## config.mk

```make
export PLATFORM = sky130hd
export DESIGN_NAME = wdt_sticky
export DESIGN_NICKNAME = d
export VERILOG_FILES = /design/src/rtl/wdt_pkg.sv /design/src/rtl/wdt_ctrl_reg.sv /design/src/rtl/wdt_counter.sv /design/src/rtl/wdt_action.sv /design/src/rtl/wdt_sticky.sv
export SDC_FILE = /design/constraint.sdc
export NUM_CORES = 1
export LEC_CHECK = 0
export ABC_CLOCK_PERIOD_IN_PS = 900
export BUFFER_PORTS_ARGS = -buffer_cell sky130_fd_sc_hd__buf_2
export CORE_MARGIN = 3
export CORE_UTILIZATION = 47
export CTS_CLUSTER_DIAMETER = 80
export DETAILED_ROUTE_END_ITERATION = 8
export PLACE_DENSITY_LB_ADDON = 0.05
export SYNTH_ARGS = -nofsm -noshare
export SYNTH_HDL_FRONTEND = slang
export SYNTH_HIERARCHICAL = 1
export SYNTH_SLANG_ARGS = --single-unit
```

## constraint.sdc

```tcl
create_clock -name clk -period 0.9 [get_ports clk]
set_clock_uncertainty 0.05 [all_clocks]
set_input_delay 0.18 -clock clk [delete_from_list [all_inputs] [get_ports clk]]
set_output_delay 0.18 -clock clk [all_outputs]
set_load 0.05 [all_outputs]
```

## src/rtl/wdt_pkg.sv

```systemverilog
package wdt_pkg;
  localparam int CTRL_W  = 8;
  localparam int RUN_BIT = 7;
  localparam int MHI_BIT = 4;
  localparam int MLO_BIT = 3;

  typedef enum logic [1:0] {
    MODE_INTV = 2'b00,
    MODE_NMI  = 2'b01,
    MODE_RSTA = 2'b10,
    MODE_RSTB = 2'b11
  } wdt_mode_e;
endpackage

```

## src/rtl/wdt_ctrl_reg.sv

```systemverilog
module wdt_ctrl_reg
  import wdt_pkg::*;
#(
  parameter int ADDR_W    = 2,
  parameter int CTRL_ADDR = 0,
  parameter int CMD_ADDR  = 1
) (
  input  logic              clk,
  input  logic              rst_sn,
  input  logic              bus_we,
  input  logic [ADDR_W-1:0] bus_addr,
  input  logic              bus_bitwr,
  input  logic [2:0]        bus_bitsel,
  input  logic [CTRL_W-1:0] bus_wdata,
  output logic              run_o,
  output wdt_mode_e         mode_o,
  output logic              restart_o,
  output logic              seq_err_o,
  output logic [CTRL_W-1:0] rdata_o
);
  localparam logic [ADDR_W-1:0] CTRL_A = ADDR_W'(CTRL_ADDR);
  localparam logic [ADDR_W-1:0] CMD_A  = ADDR_W'(CMD_ADDR);

  logic              armed_q, armed_d;
  logic              run_q, run_d;
  logic [1:0]        mode_q, mode_d;
  logic              err_q, err_d;
  logic              is_ctrl, is_cmd, commit, wr_run;
  logic [CTRL_W-1:0] cur, wval;

  always_comb begin
    cur          = '0;
    cur[RUN_BIT] = run_q;
    cur[MHI_BIT] = mode_q[1];
    cur[MLO_BIT] = mode_q[0];
    wval = bus_wdata;
    if (bus_bitwr) begin
      wval             = cur;
      wval[bus_bitsel] = bus_wdata[0];
    end
    is_ctrl = bus_we && (bus_addr == CTRL_A);
    is_cmd  = bus_we && (bus_addr == CMD_A);
    commit  = armed_q && is_ctrl;
    wr_run  = bus_bitwr ? ((bus_bitsel == 3'(RUN_BIT)) && bus_wdata[0])
                        : bus_wdata[RUN_BIT];
    armed_d = bus_we ? is_cmd : armed_q;
    err_d   = err_q | (armed_q && bus_we && !is_ctrl);
    run_d   = run_q | (commit && wr_run);
    mode_d  = mode_q | (commit ? {wval[MHI_BIT], wval[MLO_BIT]} : 2'b00);
  end

  always_ff @(posedge clk or negedge rst_sn) begin
    if (!rst_sn) begin
      armed_q <= 1'b0;
      run_q   <= 1'b0;
      mode_q  <= 2'b00;
      err_q   <= 1'b0;
    end else begin
      armed_q <= armed_d;
      run_q   <= run_d;
      mode_q  <= mode_d;
      err_q   <= err_d;
    end
  end

  assign run_o     = run_q;
  assign mode_o    = wdt_mode_e'(mode_q);
  assign restart_o = commit && wr_run;
  assign seq_err_o = err_q;
  assign rdata_o   = cur;


  run_sticky_chk: assert property (@(posedge clk) disable iff (!rst_sn)
    run_q |=> run_q);

  mode_sticky_chk: assert property (@(posedge clk) disable iff (!rst_sn)
    |mode_q |=> ((mode_q & $past(mode_q)) == $past(mode_q)));

  unarmed_write_chk: assert property (@(posedge clk) disable iff (!rst_sn)
    (bus_we && bus_addr == CTRL_A && !armed_q) |=> $stable(rdata_o));

  seq_err_hold_chk: assert property (@(posedge clk) disable iff (!rst_sn)
    err_q |=> err_q);
endmodule

```

## src/rtl/wdt_counter.sv

```systemverilog
module wdt_counter #(
  parameter int CNT_W = 16
) (
  input  logic clk,
  input  logic rst_sn,
  input  logic run_i,
  input  logic tick_i,
  input  logic restart_i,
  output logic ovf_o
);
  localparam logic [CNT_W-1:0] CNT_MAX = '1;

  logic [CNT_W-1:0] cnt_q, cnt_d;
  logic             adv;

  always_comb begin
    adv   = run_i && tick_i;
    cnt_d = cnt_q;
    if (restart_i)
      cnt_d = '0;
    else if (adv)
      cnt_d = cnt_q + 1'b1;
    ovf_o = adv && !restart_i && (cnt_q == CNT_MAX);
  end

  always_ff @(posedge clk or negedge rst_sn) begin
    if (!rst_sn) cnt_q <= '0;
    else         cnt_q <= cnt_d;
  end


  restart_clear_chk: assert property (@(posedge clk) disable iff (!rst_sn)
    restart_i |=> (cnt_q == '0));

  cnt_hold_chk: assert property (@(posedge clk) disable iff (!rst_sn)
    (!restart_i && !(run_i && tick_i)) |=> $stable(cnt_q));

  ovf_wrap_chk: assert property (@(posedge clk) disable iff (!rst_sn)
    ovf_o |=> (cnt_q == '0));
endmodule

```

## src/rtl/wdt_action.sv

```systemverilog
module wdt_action
  import wdt_pkg::*;
(
  input  logic      clk,
  input  logic      rst_sn,
  input  logic      ovf_i,
  input  wdt_mode_e mode_i,
  output logic      irq_o,
  output logic      nmi_o,
  output logic      rst_req_o
);
  logic irq_q, irq_d, nmi_q, nmi_d, rr_q, rr_d;

  always_comb begin
    irq_d = ovf_i && (mode_i == MODE_INTV);
    nmi_d = ovf_i && (mode_i == MODE_NMI);
    rr_d  = rr_q || (ovf_i && (mode_i == MODE_RSTA || mode_i == MODE_RSTB));
  end

  always_ff @(posedge clk or negedge rst_sn) begin
    if (!rst_sn) begin
      irq_q <= 1'b0;
      nmi_q <= 1'b0;
      rr_q  <= 1'b0;
    end else begin
      irq_q <= irq_d;
      nmi_q <= nmi_d;
      rr_q  <= rr_d;
    end
  end

  assign irq_o     = irq_q;
  assign nmi_o     = nmi_q;
  assign rst_req_o = rr_q;


  irq_pulse_chk: assert property (@(posedge clk) disable iff (!rst_sn)
    irq_q |=> !irq_q);

  nmi_pulse_chk: assert property (@(posedge clk) disable iff (!rst_sn)
    nmi_q |=> !nmi_q);

  rst_hold_chk: assert property (@(posedge clk) disable iff (!rst_sn)
    rr_q |=> rr_q);

  one_action_chk: assert property (@(posedge clk) disable iff (!rst_sn)
    $onehot0({irq_q, nmi_q}));
endmodule

```

## src/rtl/wdt_sticky.sv

```systemverilog
module wdt_sticky
  import wdt_pkg::*;
#(
  parameter int CNT_W     = 16,
  parameter int ADDR_W    = 2,
  parameter int CTRL_ADDR = 0,
  parameter int CMD_ADDR  = 1
) (
  input  logic              clk,
  input  logic              rst_n,
  input  logic              tick,
  input  logic              bus_we,
  input  logic [ADDR_W-1:0] bus_addr,
  input  logic              bus_bitwr,
  input  logic [2:0]        bus_bitsel,
  input  logic [7:0]        bus_wdata,
  output logic [7:0]        ctrl_rdata,
  output logic              irq_intv,
  output logic              irq_nmi,
  output logic              rst_req,
  output logic              seq_err
);
  logic [1:0] rsync_q;
  logic       rst_sn;
  logic       run, restart, ovf;
  wdt_mode_e  mode;

  always_ff @(posedge clk or negedge rst_n) begin
    if (!rst_n) rsync_q <= 2'b00;
    else        rsync_q <= {rsync_q[0], 1'b1};
  end
  assign rst_sn = rsync_q[1];

  wdt_ctrl_reg #(
    .ADDR_W(ADDR_W), .CTRL_ADDR(CTRL_ADDR), .CMD_ADDR(CMD_ADDR)
  ) u_reg (
    .clk(clk), .rst_sn(rst_sn), .bus_we(bus_we), .bus_addr(bus_addr),
    .bus_bitwr(bus_bitwr), .bus_bitsel(bus_bitsel), .bus_wdata(bus_wdata),
    .run_o(run), .mode_o(mode), .restart_o(restart), .seq_err_o(seq_err),
    .rdata_o(ctrl_rdata)
  );

  wdt_counter #(.CNT_W(CNT_W)) u_cnt (
    .clk(clk), .rst_sn(rst_sn), .run_i(run), .tick_i(tick),
    .restart_i(restart), .ovf_o(ovf)
  );

  wdt_action u_act (
    .clk(clk), .rst_sn(rst_sn), .ovf_i(ovf), .mode_i(mode),
    .irq_o(irq_intv), .nmi_o(irq_nmi), .rst_req_o(rst_req)
  );


  service_wins_chk: assert property (@(posedge clk) disable iff (!rst_sn)
    restart |=> !(irq_intv || irq_nmi));
endmodule

```

Word level (Yosys, flattened, before mapping)
Cells that the tools add are included.
{"block": "totals", "romBits": 0, "output_inout_bits": 12, "in_bits": 18, "latch_bits": 0, "mem_count": 0, "reg_bits": 26, "ram_bits": 0}
{"block": "classes", "magnitude_cmp": 2, "div": 0, "n_eq_ne": 6, "mux": 8, "reduce_logical": 21, "n_addsub": 1, "n_shift": 0, "bitwise": 3, "mul": 0}
{"operator": "$mux W16", "n": 2}
{"operator": "$add A16 B1 Y16 const B", "n": 1}
{"operator": "$eq A16 B16 Y1 const B", "n": 1}
{"operator": "$logic_and A1 B1 Y1", "n": 14}
{"operator": "$bwmux W8", "n": 1}
{"operator": "$mux W5", "n": 1}
{"operator": "$eq A2 B1 Y1 const B", "n": 2}
{"operator": "$eq A2 B2 Y1 const B", "n": 2}
{"operator": "$logic_not A2 Y1", "n": 2}
{"operator": "$lt A3 B4 Y1 const B", "n": 1}
{"operator": "$demux W1 S3", "n": 1}
{"operator": "$eq A3 B3 Y1 const B", "n": 1}
{"operator": "$ge A3 B1 Y1 const B", "n": 1}
{"operator": "$logic_not A1 Y1", "n": 2}
{"operator": "$logic_or A1 B1 Y1", "n": 2}
{"operator": "$mux W1", "n": 2}
{"operator": "$mux W2", "n": 1}
{"operator": "$or A1 B1 Y1", "n": 2}
{"operator": "$or A2 B2 Y2", "n": 1}
{"operator": "$reduce_bool A2 Y1", "n": 1}

Logic depth before layout (Yosys ltp)
{"block": "depth", "depth_word": 9, "ltp_mapped": 7, "depth_no_buf": 6}

Cells and area by module
The synthesis kept the hierarchy.
{"mod": "wdt_counter", "cells_each": 89, "area_each_um2": 825.8, "instances": 1}
{"mod": "wdt_ctrl_reg", "cells_each": 34, "area_each_um2": 315.3, "instances": 1}
{"mod": "wdt_action", "cells_each": 6, "area_each_um2": 105.1, "instances": 1}
{"mod": "wdt_sticky", "cells_each": 3, "area_each_um2": 53.8, "instances": 1}

Worst setup path before layout
Ideal clock, no wire load.
{"block": "synth_timing", "path_kind": "register to register", "from": "reg u_cnt.cnt_q[5]", "to": "reg u_cnt.cnt_q[15]", "path_stages_with_launch": 5, "t_required_ns": 0.772, "arrival_time_ns": 1.523, "path_slack_ns": -0.750, "synth_period_minus_slack_ns": 1.650, "path_cell_list": "dfrtp_1 nand4_2 or4_4 or3_1 a21oi_1"}
{"block": "synth_between", "elab_chain_cells": 3}
{"item": "start, declared", "line_no": "wdt_counter.sv:13", "rtl": "logic [CNT_W-1:0] cnt_q, cnt_d;"}
{"item": "start signal, assigned", "line_no": "wdt_counter.sv:28", "rtl": "else cnt_q <= cnt_d;"}
{"item": "$add A16 B1 Y16", "line_no": "wdt_counter.sv:22", "rtl": "cnt_d = cnt_q + 1'b1;"}
{"item": "$mux W16", "line_no": "wdt_counter.sv:21", "rtl": "else if (adv)"}
{"item": "$mux W16", "line_no": "wdt_counter.sv:19", "rtl": "if (restart_i)"}
Every way passes these cells. The select of a mux whose other input is x is not followed.
A chain may end at the register's enable or synchronous reset.

Worst setup path in the final report
{"block": "layout_timing", "from": "reg u_reg.run_q, in the netlist u_reg/run_o", "to": "reg u_cnt.cnt_q[15]"}
{"block": "layout_between", "elab_chain_cells": 2}
{"item": "start, declared", "line_no": "wdt_ctrl_reg.sv:25", "rtl": "logic run_q, run_d;"}
{"item": "start signal, assigned", "line_no": "wdt_ctrl_reg.sv:60", "rtl": "run_q <= run_d;"}
{"item": "$logic_and A1 B1 Y1", "line_no": "wdt_counter.sv:17", "rtl": "adv = run_i && tick_i;"}
{"item": "$reduce_bool A2 Y1 (no source line)"}
Every way passes these cells.

==> flow_metrics.env <==
export IMPL_status="complete, but fails checks"
export IMPL_violations="negative setup slack"
export IMPL_synth_area_per_cell_sq_um=9.85
export IMPL_startpoint_type="flop"
export IMPL_maxCapViolations=0
export IMPL_r2r_cells=4
export IMPL_io_pins=30
export IMPL_fin_ws_ps=-747
export IMPL_crit_path_end_kind="flop"
export IMPL_initial_core_util=0.511
export IMPL_ff_latch_area_sq_um=652
export IMPL_clk_pin_slew_ps=140
export IMPL_grt_ovfl_total=0
export IMPL_clk_path_buf_depth=2
export IMPL_hp_class="in2reg"
export IMPL_grt_pass1_vias=1241
export IMPL_synthToLayoutAreaGrowth_pct=60.0
export IMPL_htreeDepth=1
export IMPL_place_ws_ps=-720
export IMPL_synth_edf_count=0
export IMPL_p_leak_nw=1.02
export IMPL_worstReg2RegStart="u_reg/run_o"
export IMPL_fillers=147
export IMPL_grtUsageTotal=0.214
export IMPL_crit_path_top_delay_cell="or4_4"
export IMPL_synth_seq_cells=26
export IMPL_regToRegSetupSlack_ps=-750
export IMPL_yosysUniqueCellTypes=35
export IMPL_wl_mm=3.60
export IMPL_multi_input_area_sq_um=733
export IMPL_hold_viol=0
export IMPL_placed_cells=209
export IMPL_p_per_area_nw_per_um2=1600
export IMPL_rows=18
export IMPL_final_area_sq_um=2080
export IMPL_hold_depth=2
export IMPL_ys_seq_area_frac=0.500
export IMPL_firstDrtPassIters=4
export IMPL_gp_congestion=0.823
export IMPL_finalSetupViolCount=29
export IMPL_antenna_found_initial=0
export IMPL_cpPeakStageDelay_ps=510
export IMPL_critPathKind="reg2reg"
export IMPL_n_antenna_cell=0
export IMPL_r2r_end="u_cnt/cnt_q[15]"
export IMPL_drc=0
export IMPL_drtAntennaViolNets=0
export IMPL_synthCells=132
export IMPL_nNetsFinal=219
export IMPL_grt_pass1_wl_mm=5.62
export IMPL_cts_sinks=26
export IMPL_syn_area_sq_um=1300
export IMPL_worstPathMaxFanout=4
export IMPL_place_area_sq_um=1670
export IMPL_layout_drive_gt1_share=0.508
export IMPL_cts_made_buffers=3
export IMPL_post_dp_hpwl_mm=2.12
export IMPL_rsz0062_at_grt="true"
export IMPL_die_x_microns=58.6
export IMPL_max_vdd_ir_drop_mv=1.76
export IMPL_vias=1249
export IMPL_finalPower_w=0.00332
export IMPL_critPathLaunch="u_reg/run_o"
export IMPL_min_from="bus_we"
export IMPL_post_route_period_util=1.83
export IMPL_die_y_microns=58.6
export IMPL_fin_cells=229
export IMPL_cts_tree="built"
export IMPL_wl_per_cell_microns=15.7
export IMPL_fmax_mhz=607
export IMPL_async_reset_ff_frac=1.00
export IMPL_crit_chain="nand4_1 -> or4_4 -> or3_4 -> a21oi_2"
export IMPL_drtIter0Drc=52
export IMPL_port_buffers=20
export IMPL_min_to="u_reg/armed_q"
export IMPL_die_area_sq_um=3430
export IMPL_root_buffer="clkbuf_4"
export IMPL_layout_min_cycle_time_ps=1650
export IMPL_clk_latency_ps=320
export IMPL_grt_max_degree=25
export IMPL_viasPerCell=5.45
export IMPL_cp_arrival_ps=1860
export IMPL_placeableCoreArea_sq_um=2540
export IMPL_drv_slew=0
export IMPL_worst_ep_required_time_ps=1120
export IMPL_synthFlopType="dfrtp_1"
export IMPL_ys_warn_count=6
-- metal layers --
metal	vias to the layer above	GRT usage	routed length [microns]
met5	-	0	0
met4	0	0.0615	50
met3	6	0.0417	158
met2	32	0.380	1950
met1	626	0.265	1430
li1	585	-	-
-- area by class of cell --
class                   count  area share
multi-input cells          95       0.353
inverters                   5     0.00903
flip-flops and latches     26       0.313
repair buffers             69       0.289
clock buffers               4      0.0174
well taps                  30      0.0181
-- Yosys cell counts (2+ instances only) --
library cell / count / area [sq um]
o21ai_0: 4 / 20.0
a21oi_1: 7 / 35.0
conb_1: 2 / 7.51
nor4_1: 4 / 25.0
nor3_1: 3 / 15.0
or3_1: 4 / 25.0
xnor2_1: 8 / 70.1
nand4_1: 4 / 25.0
xor2_1: 2 / 17.5
clkbuf_1: 2 / 7.51
inv_1: 5 / 18.8
buf_4: 8 / 60.1
o21bai_1: 4 / 30.0
nand2_1: 8 / 30.0
nor2_1: 16 / 60.1
dfrtp_1: 26 / 651
nand3_1: 7 / 35.0
-- what timing repair did --
item                       in CTS  in global routing
resized for setup              43                 19
setup endpoints to repair      26                 29
hold buffers                    2                  0
pin swaps                      13                 19
hold endpoints to repair        3                  0
buffers inserted                5                 12
gates cloned                    1                  0
-- through the flow --
step	setup TNS, ps	utilization	hold WS, ps
after floorplan	-7620	-	-166
after global placement	-9290	0.655	-85.0
after detailed placement	-9690	0.655	-81.1
after CTS	-11350	0.765	33.1
after global routing	-13910	0.817	46.9
final	-12380	0.817	47.3
-- cell families after synthesis --
group,count (synthesis),synth area share
AND/OR/NAND/NOR,58,0.253
flip-flops,26,0.500
AO/OA/AOI/OAI,20,0.0972
buffers and inverters,15,0.0664
XOR/XNOR,10,0.0674
other,2,0.00578
adder cells (fa/ha/maj),1,0.00962
-- sequential cells by signal, summed over array words and instances (netlist names) --
register	flops
u_reg/mode_o	2
rsync_q	2
u_act/rst_req_o	1
u_cnt/cnt_q	16
u_act/nmi_o	1
u_reg/armed_q	1
u_act/irq_o	1
u_reg/seq_err_o	1
u_reg/run_o	1
-- worst max-delay path: cells and delay by family, from the launching register on --
kind,cells,cell delay (ps)
DFF,1,440
AOI/OAI and AO/OA,1,110
and+or+nand+nor,3,990
-- report_power, final --
part           total, W  switching (W)  internal, W
registers       0.00140       0.000115      0.00129
logic           0.00133       0.000613     0.000718
clock network  0.000586       0.000339     0.000248
-- layout by cell type, fill, tap and decap left out, types with 2 or more instances in the layout --
| master | instances |
|---|---|
| inv_1 | 5 |
| clkbuf_4 | 3 |
| or3_1 | 3 |
| dfrtp_1 | 25 |
| nand2_1 | 7 |
| buf_4 | 26 |
| xnor2_1 | 8 |
| nor3_4 | 3 |
| xor2_1 | 2 |
| dlygate4sd3_1 | 2 |
| conb_1 | 6 |
| buf_6 | 25 |
| a21oi_2 | 4 |
| nor4_4 | 3 |
| o21bai_1 | 4 |
| buf_2 | 14 |
| o21ai_0 | 4 |
| nand4_1 | 4 |
| a21oi_1 | 4 |
| or3_4 | 2 |
| nand3_1 | 2 |
| nand3_2 | 4 |
| nor2_1 | 15 |
-- worst max-delay path by stage --
| stage | slack [ps] | cells after the start | endpoint |
|---|---|---|---|
| floorplan | -680 | 4 | u_cnt/cnt_q[15] |
| global placement | -660 | 4 | u_cnt/cnt_q[15] |
| detailed placement | -720 | 4 | u_cnt/cnt_q[15] |
| CTS | -690 | 4 | u_cnt/cnt_q[15] |
| global route | -790 | 4 | u_cnt/cnt_q[15] |
| finish | -750 | 4 | u_cnt/cnt_q[15] |
Power figures use the tool's default switching activity.
